[src/rtl/irqn_pkg.sv]
package irqn_pkg;
  // Byte offsets of the register port
  localparam int unsigned OFS_CTRL      = 'h00;
  localparam int unsigned OFS_PMASK     = 'h04;
  localparam int unsigned OFS_ENABLE    = 'h08;
  localparam int unsigned OFS_IACK      = 'h0C;
  localparam int unsigned OFS_EOI       = 'h10;
  localparam int unsigned OFS_DEACT     = 'h14;
  localparam int unsigned OFS_ACTIVE    = 'h18;
  localparam int unsigned OFS_RUNPRI    = 'h1C;
  localparam int unsigned OFS_PRIO_BASE = 'h40;
  // ID returned when nothing can be acknowledged
  localparam int unsigned SPURIOUS_ID   = 1023;
endpackage

[src/rtl/irqn_regs.sv]
module irqn_regs
  import irqn_pkg::*;
#(
  parameter int unsigned N_SRC  = 16,
  parameter int unsigned PRIO_W = 8,
  parameter int unsigned ADDR_W = 8,
  parameter int unsigned DATA_W = 32
) (
  input  logic                     clk,
  input  logic                     rst,
  input  logic                     wr_en,
  input  logic [ADDR_W-1:0]        addr,
  input  logic [DATA_W-1:0]        wdata,
  output logic [N_SRC-1:0]         enable,
  output logic [N_SRC*PRIO_W-1:0]  prio_flat,
  output logic [PRIO_W-1:0]        pmask,
  output logic                     split_mode,
  output logic                     rd_hit,
  output logic [DATA_W-1:0]        rd_data
);
  localparam int unsigned ID_W    = $clog2(N_SRC);
  localparam int unsigned IDLE_I  = (1 << PRIO_W) - 16;
  localparam logic [PRIO_W-1:0] IDLE_P = IDLE_I[PRIO_W-1:0];

  logic              hit_ctrl, hit_mask, hit_en, hit_prio;
  logic [ADDR_W-1:0] poff;
  logic [ID_W-1:0]   pidx;
  logic              unused_hi;

  assign unused_hi = ^wdata[DATA_W-1:N_SRC];

  assign hit_ctrl = (addr == ADDR_W'(OFS_CTRL));
  assign hit_mask = (addr == ADDR_W'(OFS_PMASK));
  assign hit_en   = (addr == ADDR_W'(OFS_ENABLE));
  assign poff     = addr - ADDR_W'(OFS_PRIO_BASE);
  assign hit_prio = (addr >= ADDR_W'(OFS_PRIO_BASE)) &&
                    (poff < ADDR_W'(4 * N_SRC)) && (poff[1:0] == 2'b00);
  assign pidx     = poff[ID_W+1:2];

  always_ff @(posedge clk) begin
    if (rst) begin
      split_mode <= 1'b0;
      pmask      <= '1;
      enable     <= '0;
    end else if (wr_en) begin
      if (hit_ctrl) split_mode <= wdata[0];
      if (hit_mask) pmask      <= wdata[PRIO_W-1:0];
      if (hit_en)   enable     <= wdata[N_SRC-1:0];
    end
  end

  // One priority register per source
  for (genvar g = 0; g < N_SRC; g++) begin : g_prio
    logic [PRIO_W-1:0] p_q;
    always_ff @(posedge clk) begin
      if (rst) begin
        p_q <= IDLE_P;
      end else if (wr_en && hit_prio && (pidx == ID_W'(g))) begin
        p_q <= wdata[PRIO_W-1:0];
      end
    end
    assign prio_flat[g*PRIO_W +: PRIO_W] = p_q;
  end

  always_comb begin
    rd_hit  = hit_ctrl | hit_mask | hit_en | hit_prio;
    rd_data = '0;
    if (hit_ctrl)      rd_data = DATA_W'(split_mode);
    else if (hit_mask) rd_data = DATA_W'(pmask);
    else if (hit_en)   rd_data = DATA_W'(enable);
    else if (hit_prio) rd_data = DATA_W'(prio_flat[pidx*PRIO_W +: PRIO_W]);
  end
endmodule

[src/rtl/irqn_arbiter.sv]
module irqn_arbiter #(
  parameter int unsigned N_SRC  = 16,
  parameter int unsigned PRIO_W = 8,
  parameter int unsigned ID_W   = 4
) (
  input  logic [N_SRC-1:0]        req,
  input  logic [N_SRC*PRIO_W-1:0] prio_flat,
  output logic                    any,
  output logic [ID_W-1:0]         id,
  output logic [PRIO_W-1:0]       best
);
  // Scan from the top ID down; "<=" lets a lower ID win a tie.
  always_comb begin
    any  = 1'b0;
    id   = '0;
    best = '1;
    for (int i = N_SRC - 1; i >= 0; i--) begin
      if (req[i] && (!any || (prio_flat[i*PRIO_W +: PRIO_W] <= best))) begin
        any  = 1'b1;
        id   = ID_W'(i);
        best = prio_flat[i*PRIO_W +: PRIO_W];
      end
    end
  end
endmodule

[src/rtl/irqn_prio_stack.sv]
module irqn_prio_stack #(
  parameter int unsigned DEPTH  = 8,
  parameter int unsigned PRIO_W = 8,
  localparam int unsigned SP_W  = $clog2(DEPTH + 1),
  localparam int unsigned PTR_W = $clog2(DEPTH)
) (
  input  logic              clk,
  input  logic              rst,
  input  logic              push,
  input  logic              pop,
  input  logic [PRIO_W-1:0] push_val,
  output logic [PRIO_W-1:0] top,
  output logic              empty,
  output logic              full,
  output logic [SP_W-1:0]   depth
);
  logic [PRIO_W-1:0] mem [DEPTH];
  logic [SP_W-1:0]   cnt;
  logic [PTR_W-1:0]  top_idx;

  assign empty   = (cnt == '0);
  assign full    = (cnt == SP_W'(DEPTH));
  assign depth   = cnt;
  assign top_idx = cnt[PTR_W-1:0] - PTR_W'(1);

  // Storage without reset so it can map onto RAM
  always_ff @(posedge clk) begin
    if (push && !full) mem[cnt[PTR_W-1:0]] <= push_val;
  end

  always_ff @(posedge clk) begin
    if (rst)                 cnt <= '0;
    else if (push && !full)  cnt <= cnt + SP_W'(1);
    else if (pop && !empty)  cnt <= cnt - SP_W'(1);
  end

  assign top = empty ? '1 : mem[top_idx];
endmodule

[src/rtl/irq_nest_ctrl.sv]
module irq_nest_ctrl
  import irqn_pkg::*;
#(
  parameter int unsigned N_SRC       = 16,
  parameter int unsigned PRIO_W      = 8,
  parameter int unsigned STACK_DEPTH = 8,
  parameter int unsigned ADDR_W      = 8,
  parameter int unsigned DATA_W      = 32
) (
  input  logic              clk,
  input  logic              rst,
  input  logic [N_SRC-1:0]  src_lvl,
  input  logic              bus_sel,
  input  logic              bus_wr,
  input  logic [ADDR_W-1:0] bus_addr,
  input  logic [DATA_W-1:0] bus_wdata,
  output logic [DATA_W-1:0] bus_rdata,
  output logic              bus_ready,
  output logic              irq_out
);
  localparam int unsigned ID_W   = $clog2(N_SRC);
  localparam int unsigned SP_W   = $clog2(STACK_DEPTH + 1);
  localparam int unsigned IDLE_I = (1 << PRIO_W) - 16;
  localparam logic [PRIO_W-1:0] IDLE_P = IDLE_I[PRIO_W-1:0];

  logic [N_SRC-1:0]         enable, active, active_nx, elig;
  logic [N_SRC*PRIO_W-1:0]  prio_flat;
  logic [PRIO_W-1:0]        pmask, top_prio, win_prio;
  logic                     split_mode, reg_hit;
  logic [DATA_W-1:0]        reg_rd, rd_val;
  logic                     stk_empty, stk_full;
  logic [SP_W-1:0]          stk_depth;
  logic                     win_any;
  logic [ID_W-1:0]          win_id, wid;
  logic                     is_rd, is_wr, wid_ok;
  logic                     ack_go, eoi_go, deact_go;
  logic                     irq_q;

  irqn_regs #(
    .N_SRC(N_SRC), .PRIO_W(PRIO_W), .ADDR_W(ADDR_W), .DATA_W(DATA_W)
  ) i_regs (
    .clk(clk), .rst(rst), .wr_en(is_wr), .addr(bus_addr), .wdata(bus_wdata),
    .enable(enable), .prio_flat(prio_flat), .pmask(pmask),
    .split_mode(split_mode), .rd_hit(reg_hit), .rd_data(reg_rd)
  );

  irqn_prio_stack #(
    .DEPTH(STACK_DEPTH), .PRIO_W(PRIO_W)
  ) i_stack (
    .clk(clk), .rst(rst), .push(ack_go), .pop(eoi_go), .push_val(win_prio),
    .top(top_prio), .empty(stk_empty), .full(stk_full), .depth(stk_depth)
  );

  // Per-source eligibility: level, enable, not active, and below both limits
  for (genvar g = 0; g < N_SRC; g++) begin : g_elig
    logic [PRIO_W-1:0] p;
    assign p = prio_flat[g*PRIO_W +: PRIO_W];
    assign elig[g] = src_lvl[g] & enable[g] & ~active[g] & ~stk_full &
                     (p < top_prio) & (p < pmask) & (p < IDLE_P);
  end

  irqn_arbiter #(
    .N_SRC(N_SRC), .PRIO_W(PRIO_W), .ID_W(ID_W)
  ) i_arb (
    .req(elig), .prio_flat(prio_flat), .any(win_any), .id(win_id), .best(win_prio)
  );

  assign is_rd    = bus_sel & ~bus_wr;
  assign is_wr    = bus_sel & bus_wr;
  assign wid      = bus_wdata[ID_W-1:0];
  assign wid_ok   = (bus_wdata < DATA_W'(N_SRC));
  assign ack_go   = is_rd && (bus_addr == ADDR_W'(OFS_IACK)) && win_any;
  assign eoi_go   = is_wr && (bus_addr == ADDR_W'(OFS_EOI)) && !stk_empty;
  assign deact_go = is_wr && (bus_addr == ADDR_W'(OFS_DEACT)) && wid_ok;

  always_comb begin
    active_nx = active;
    if (ack_go) active_nx[win_id] = 1'b1;
    if (eoi_go && !split_mode && wid_ok) active_nx[wid] = 1'b0;
    if (deact_go) active_nx[wid] = 1'b0;
  end

  always_comb begin
    rd_val = '0;
    if (reg_hit)
      rd_val = reg_rd;
    else if (bus_addr == ADDR_W'(OFS_IACK))
      rd_val = win_any ? DATA_W'(win_id) : DATA_W'(SPURIOUS_ID);
    else if (bus_addr == ADDR_W'(OFS_ACTIVE))
      rd_val = DATA_W'(active);
    else if (bus_addr == ADDR_W'(OFS_RUNPRI))
      rd_val = DATA_W'(top_prio);
  end

  always_ff @(posedge clk) begin
    if (rst) begin
      active    <= '0;
      irq_q     <= 1'b0;
      bus_ready <= 1'b0;
      bus_rdata <= '0;
    end else begin
      active    <= active_nx;
      irq_q     <= win_any;
      bus_ready <= bus_sel;
      if (is_rd) bus_rdata <= rd_val;
    end
  end

  assign irq_out = irq_q;
endmodule

[config.mk]
export PLATFORM = sky130hd
export DESIGN_NAME = irq_nest_ctrl
export DESIGN_NICKNAME = d
export VERILOG_FILES = /design/src/rtl/irqn_pkg.sv /design/src/rtl/irqn_regs.sv /design/src/rtl/irqn_arbiter.sv /design/src/rtl/irqn_prio_stack.sv /design/src/rtl/irq_nest_ctrl.sv
export SDC_FILE = /design/constraint.sdc
export NUM_CORES = 1
export LEC_CHECK = 0
export CORE_MARGIN = 2
export CORE_UTILIZATION = 50
export CTS_BUF_LIST = sky130_fd_sc_hd__clkbuf_8
export DETAILED_ROUTE_END_ITERATION = 12
export PLACE_DENSITY_LB_ADDON = 0.05
export RECOVER_POWER = 100
export SYNTH_ARGS = -nofsm -noshare
export SYNTH_HDL_FRONTEND = slang
export SYNTH_SLANG_ARGS = --single-unit
[constraint.sdc]
create_clock -name clk -period 68.9 [get_ports clk]
set_input_delay 10.335 -clock clk [delete_from_list [all_inputs] [get_ports clk]]
set_output_delay 10.335 -clock clk [all_outputs]
set_load 0.02 [all_outputs]
### Yosys cells after proc, flatten, opt, wreduce, memory -nomap -nowiden

Memories as Yosys holds them, arrays and structs flattened.
Cells that the tools add are included.

| storage, ports and cells | value |
|---|---|
| input port bits | 60 |
| output and inout port bits | 34 |
| memories kept | 1 |
| register bits after elaboration | 207 |
| word-level logic and storage cells | 402 |
| bits in latches | 0 |
| bits in read-only memories | 0 |
| RAM bits | 64 |

Memory list:

| name | words | bits a word | rd ports | clocked after Yosys merged registers in | wr ports | RTL line | text |
|---|---|---|---|---|---|---|---|
| i_stack.mem | 8 | 8 | 1 | 0 | 1 | irqn_prio_stack.sv:17 | `logic [PRIO_W-1:0] mem [DEPTH];` |

| cells by class | value |
|---|---|
| add/subtract/negate cells | 4 |
| divide/modulo/power cells | 0 |
| multiplexer cells | 69 |
| bitwise operators | 123 |
| $lt $le $gt $ge | 70 |
| equal/unequal tests | 23 |
| multiply operators | 0 |
| shift operators | 1 |
| reduce and logical (&&, ||, !) cells | 87 |

Operators by type and width:

| kind | number |
|---|---|
| less-than comparator 8 bit | 32 |
| 2-to-1 mux 8 bit | 19 |
| less-than comparator 8 bit (second input constant) | 16 |
| 2-to-1 mux 32 bit | 4 |
| variable part select 128 x 8 -> 8 bit | 1 |
| less-or-equal comparator 8 bit | 15 |
| bitwise AND 1 bit | 98 |
| 2-to-1 mux 16 bit | 5 |
| 2-to-1 mux 4 bit | 18 |
| logical AND 1 bit | 46 |
| equality test 4 bit (second input constant) | 9 |
| bitwise AND 16 bit | 2 |
| equality test 8 x 5 -> 1 bit (second input constant) | 4 |
| less-than comparator 32 x 5 -> 1 bit (second input constant) | 1 |
| 2-to-1 mux 1 bit | 20 |
| logical NOT 1 bit | 18 |
| NOT 1 bit | 18 |
| equality test 4 x 3 -> 1 bit (second input constant) | 4 |
| equality test 8 x 4 -> 1 bit (second input constant) | 2 |
| NOT 16 bit | 1 |
| bitwise OR 16 bit | 1 |
| logical OR 1 bit | 15 |
| less-than comparator 4 x 5 -> 1 bit (second input constant) | 2 |
| 2-to-1 mux 10 bit | 1 |
| 17 further kinds | 25 |

### Depth between registers and ports, before layout

An unclocked memory read counts as a cell.

| logic depth | value |
|---|---|
| depth after elaboration | 78 |
| gate-level depth with buffers | 196 |
| gate-level depth less buffers | 181 |

### Hierarchy

Synthesis repeated with hierarchy kept, for this count alone.

| second synthesis, totals | value |
|---|---|
| cell total of the unflattened synthesis | 2,635 |
| area, all modules | 23,517.6 sq um |

Modules (own cells, without submodules):

| module | area each (sq um) | times used | sequential area each (sq um) | cells each |
|---|---|---|---|---|
| irq_nest_ctrl | 7,514.7 | 1 | 1,001.0 | 869 |
| irqn_regs | 7,018.0 | 1 | 3,062.9 | 698 |
| irqn_arbiter | 6,157.2 | 1 | 0.0 | 906 |
| irqn_prio_stack | 2,827.7 | 1 | 2,001.9 | 162 |

### Least setup slack after synthesis

Ideal clock, no wire load.

| path | value |
|---|---|
| path type | input port to flip-flop |
| start | input src_lvl[15] |
| end | register active[11] |
| data required time | 68,840 ps |
| library setup time | 60 ps |
| stages on the path | 182 |
| arrival | 41,846 ps |
| buffers on the path | 12 |
| setup slack | 26,993 ps |
| cell sequence | o2111ai_1 a2111oi_0 nand4_1 clkbuf_1 nor2_1 ha_1 a21o_1 a21o_1 a21o_1 a211o_1 a21oi_1 clkbuf_1 nor3_1 a21oi_1 inv_1 ha_1 nand2b_1 a21oi_1 [146 not listed] nand2_1 o21a_1 ha_1 nor2b_1 o21a_1 o21ai_0 nand2b_1 a21oi_1 nor2_1 a211oi_1 a311oi_1 nor2_1 nor2_1 and2_1 a21bo_2 nor3b_1 nor4b_1 o221a_1 |

| between the ends | value |
|---|---|
| cells in the longest elaborated chain, start to end | 77 |
| elaborated cells between the ends (all ways) | 125 |
| those cells by class | order compare: 17; mux: 52; bitwise: 9; reduce/logical: 47 |

Ends and longest elaborated chain:

| what | RTL line | text |
|---|---|---|
| start: declaration | irq_nest_ctrl.sv:12 | `input logic [N_SRC-1:0] src_lvl,` |
| bitwise AND 1 bit * (4 in a row) | irq_nest_ctrl.sv:58 | `assign elig[g] = src_lvl[g] & enable[g] & ~active[g] & ~stk_full &` |
| bitwise AND 1 bit * (2 in a row) | irq_nest_ctrl.sv:59 | `(p < top_prio) & (p < pmask) & (p < IDLE_P);` |
| 2-to-1 mux 8 bit or 2-to-1 mux 1 bit (tied branches) | irqn_arbiter.sv:18 | `if (req[i] && (!any \|\| (prio_flat[i*PRIO_W +: PRIO_W] <= best))) begin` |
| less-or-equal comparator 8 bit or logical NOT 1 bit (tied branches) | irqn_arbiter.sv:18 |  |
| logical OR 1 bit | irqn_arbiter.sv:18 |  |
| logical AND 1 bit | irqn_arbiter.sv:18 |  |
| 2-to-1 mux 8 bit or 2-to-1 mux 1 bit (tied branches) | irqn_arbiter.sv:18 |  |
| less-or-equal comparator 8 bit or logical NOT 1 bit (tied branches) | irqn_arbiter.sv:18 |  |
| [57 not listed] | -- |  |
| 2-to-1 mux 1 bit (implied by the code) | irq_nest_ctrl.sv:78 | `if (ack_go) active_nx[win_id] = 1'b1;` |
| demux 1 bit (select 4 bit) | irq_nest_ctrl.sv:78 |  |
| bitwise OR 16 bit (no line) | -- |  |
| 2-to-1 mux 16 bit * | irq_nest_ctrl.sv:78 |  |
| bitwise AND 16 bit (no line) | -- |  |
| 2-to-1 mux 16 bit * | irq_nest_ctrl.sv:79 | `if (eoi_go && !split_mode && wid_ok) active_nx[wid] = 1'b0;` |
| bitwise AND 16 bit (no line) | -- |  |
| 2-to-1 mux 16 bit * | irq_nest_ctrl.sv:80 | `if (deact_go) active_nx[wid] = 1'b0;` |
| end signal: assignment | irq_nest_ctrl.sv:102 | `active <= active_nx;` |
| end: declaration | irq_nest_ctrl.sv:26 | `logic [N_SRC-1:0] enable, active, active_nx, elig;` |

Mark *: on every way between the ends. The rest lies on a longest branch, timed or not.
A chain may end at the register's enable or synchronous reset.

### Worst setup path in the final report

| path | value |
|---|---|
| start | input src_lvl[15] |
| end | register active[7] |

The elaborated chain is that of the path after synthesis.

==> impl_results.md <==
* CP Capture Type: flop
* Residual DRC at 0
* Post-CTS Setup Inserts at 0
* Clk pin slew, worst setup/hold paths at approximately 0.070 ns
* Power density over the cells at 13.3 nW/µm²
* Failing checks: max-capacitance violations, max-slew violations
* GRT Residual Overflow at 0
* Post-Synth XOR/XNOR Area at 0.00368
* Number of routed nets with antenna violations at 0
* Multiplexer share of the synthesized area at 0.117
* Routed len/inst at about 28 µm
* Max H-tree Level at 2
* Vias in the first global route at 19500
* Met3 usage at 0.0810
* Core area at approximately 43000 µm²
* Reg2reg path depth at 178
* Hold_sp: i_regs.g_prio[1].p_q[0]
* Commonest non-fill, non-tap cell in the layout: ha_1
* Mapped cell area at between 20000 and 25000 µm²
* Met1 Usage GRT at 0.524
* Reg2reg start: i_stack.depth[1]
* Leak at about 11 nW
* Via count at 20800
* CP Class: input port to flop
* Ys async rst share at 0
* Post-synthesis adder-cell area fraction at 0.194
* TritonCTS Buffers at 47
* Gpl congestion at 1.03
* Mean post-synth cell area at slightly below 9 µm²
* R2R Path End: active[7]
* Drt first pass iters at 6
* Post_cts resized at 0
* Synth Area in Compound Gates at 0.188
* Post-synth EDFFs at 64
* Worst clock skew at about 0.053 ns
* Setup TNS at 0 ns
* Worst-path fanout max at 23
* Outcome: complete, but fails checks
* Post-route design area at between 20000 and 25000 µm²
* Starting Density at 0.506
* Placed Instances at 3100
* Dpl cell area at between 20000 and 25000 µm²
* I/O pins at 94
* CTS tree: built
* ANT cells at 0
* Worst Hold Class: flop to flop
* Port-buffer cells at 77
* F_max at between 15 and 20 MHz
* Endpoints failing hold at 0
* Max Root-Sink Buffers at 3
* Area fraction in and, or, nand and nor cells after synthesis at 0.188
* Post-synth top area share at 0.193
* Via density at between 6 and 7
* Mapped Cells at approximately 2500
* Final setup viols at 0
* First-pass GRT wire length at 129000 µm
* Site row count at between 70 and 80
* Fin cells at ~3200
* Worst rel slew slack at -1.86
* Hold depth at 2
* Hold Path End: i_regs.g_prio[1].p_q[0]
* Antenna violations before repair at 1
* Yosys top cell by area: ha_1
* Num Clock Sinks at about 260
* Commonest cells after routing, fill and taps aside: ha_1 (336), nand2_1 (328), dfxtp_1 (191), a21oi_1 (175), nor2_1 (167)
* Area Growth Syn to Fin at 10.9%
* Worst-Margin Slew at approximately 4.3 ns
* Chip Height at ~210 µm
* Post-DP HPWL at around 63000 µm
* CP max-delay cell: nor2_1
* Largest net degree at the start of global routing at 89
* RSZ-0062 raised after global routing: no
* Area contributors post-synth: ha_1 (19%), dfxtp_1 (18%), edfxtp_1 (8.8%)
* Most used routing layer: met2
* Cell mode on critical path: o21ai_0
* Clk Latency, worst-skew pair at between 0.6 and 0.7 ns
* Die width at 213 µm
* Crit share post-route at 0.744
* Worst EP required at slightly below 70 ns
* Max_cap viols at 6
* GRT Total Usage at 0.392
* Yosys warnings at 0
* Reg-to-reg slack, setup at 24.32 ns
* WP data arrival at between 50 and 60 ns
* Max-slew violations at around 230
* Post-synth cell types at between 100 and 150
* Nets at 2961
* Crit path launch type: input port
* Fin crit period at roughly 51 ns
* Total power at between 0.3 and 0.4 mW
* # hold bufs at CTS at 0
* Iter 0 DRT Violations at around 2400
* Main combinational cell family by area after synthesis: adder cells
* Sequential-to-total area share from yosys stat at 0.264
* VDD IR-drop max at ~0.000016 V
* CTS Root Cell: clkbuf_8
* Fraction of layout cells with a size suffix above 1 at 0.0851
* Met2 Usage GRT at 0.599
* Top FF cell, synth: dfxtp_1
* CP peak stage delay at 1.30 ns
* Routed wire length at a little under 90000 µm
* Die area at 45300 µm²
* Yosys reg bits at ~260
## logic make-up (layout without fill, tap and decap cells)
logic type,count (synthesis),count (layout)
mux,174,174
fa+ha+maj,337,337
other cells,1,16
xor+xnor,7,7
buf+inv,240,337
flops,255,255
simple gates,870,870
compound gates,601,601
## sequential cells by signal (all words and copies together) (netlist names)
name and count:
i_regs.g_prio.p_q 128, i_stack.mem 64, active 16, bus_rdata 16
i_regs.enable 16, i_regs.pmask 8, i_stack.depth 4, bus_ready 1
i_regs.split_mode 1, irq_out 1
## how the worst max path moves through the flow
stage	start	to	slack, ns	cells after the start
final	src_lvl[15]	active[7]	17.61	171
after global routing	src_lvl[15]	active[11]	14.31	174
after CTS	src_lvl[15]	active[5]	21.99	174
after detailed placement	src_lvl[15]	active[5]	21.39	174
after global placement	src_lvl[15]	active[7]	22.53	171
after floorplan	src_lvl[15]	active[11]	26.99	182
## synth_stat cells (18+ instances only)
cell type    n
dfxtp_1    191
a21oi_1    175
o21ai_0     93
nand2_1    328
ha_1       336
mux4_2      51
nor2b_1     44
mux2_2      21
clkbuf_1    78
mux2i_1     87
a21o_1      68
nand4_1     57
a211oi_1    20
o211ai_1    28
nor2_1     166
o21a_1      19
buf_4       18
edfxtp_1    64
a21boi_0    18
nand2b_1    40
inv_1      130
nor3_1      55
nand3_1     92
## layer usage
layer,part of all wire,wire [µm]
met1,0.41,36300
met2,0.43,38100
met3,0.098,8660
met4,0.059,5170
met5,0,0
## worst max-delay path, delay by kind of cell
kind,cells,cell delay [ns]
multiplexers,9,3.20
AND/OR/NAND/NOR,44,9.92
AO/OA/AOI/OAI,91,21.38
adder cells (fa/ha/maj),15,4.46
buffers and inverters,12,2.54
## area by class of cell
| cell class | instances | area [µm²] |
|---|---|---|
| inverters | 132 | 495 |
| clock buffers | 58 | 798 |
| multi-input cells | 2005 | 15200 |
| flip-flops and latches | 255 | 5750 |
| fillers | 4024 | 18900 |
| well taps | 585 | 732 |
| repair buffers | 123 | 1070 |
| clock inverters | 24 | 146 |
## metrics by stage
step                utilization  worst slack, ns  hold slack (ns)
finish                    0.561            17.61            0.474
global route              0.561            14.31            0.490
CTS                       0.562            21.99            0.474
detailed placement        0.540            21.39            0.464
global placement          0.540            22.53            0.457
floorplan                     -            26.99            0.442
## where the power goes
part / internal (mW) / total [mW] / switching [mW] / leakage [nW]
combinational: 0.00629 / 0.0183 / 0.0120 / 8.25
sequential: 0.153 / 0.154 / 0.000545 / 2.30
clock: 0.0798 / 0.149 / 0.0697 / 0.537
total: 0.239 / 0.322 / 0.0823 / 11.1
(Power assumes the default switching activity.)
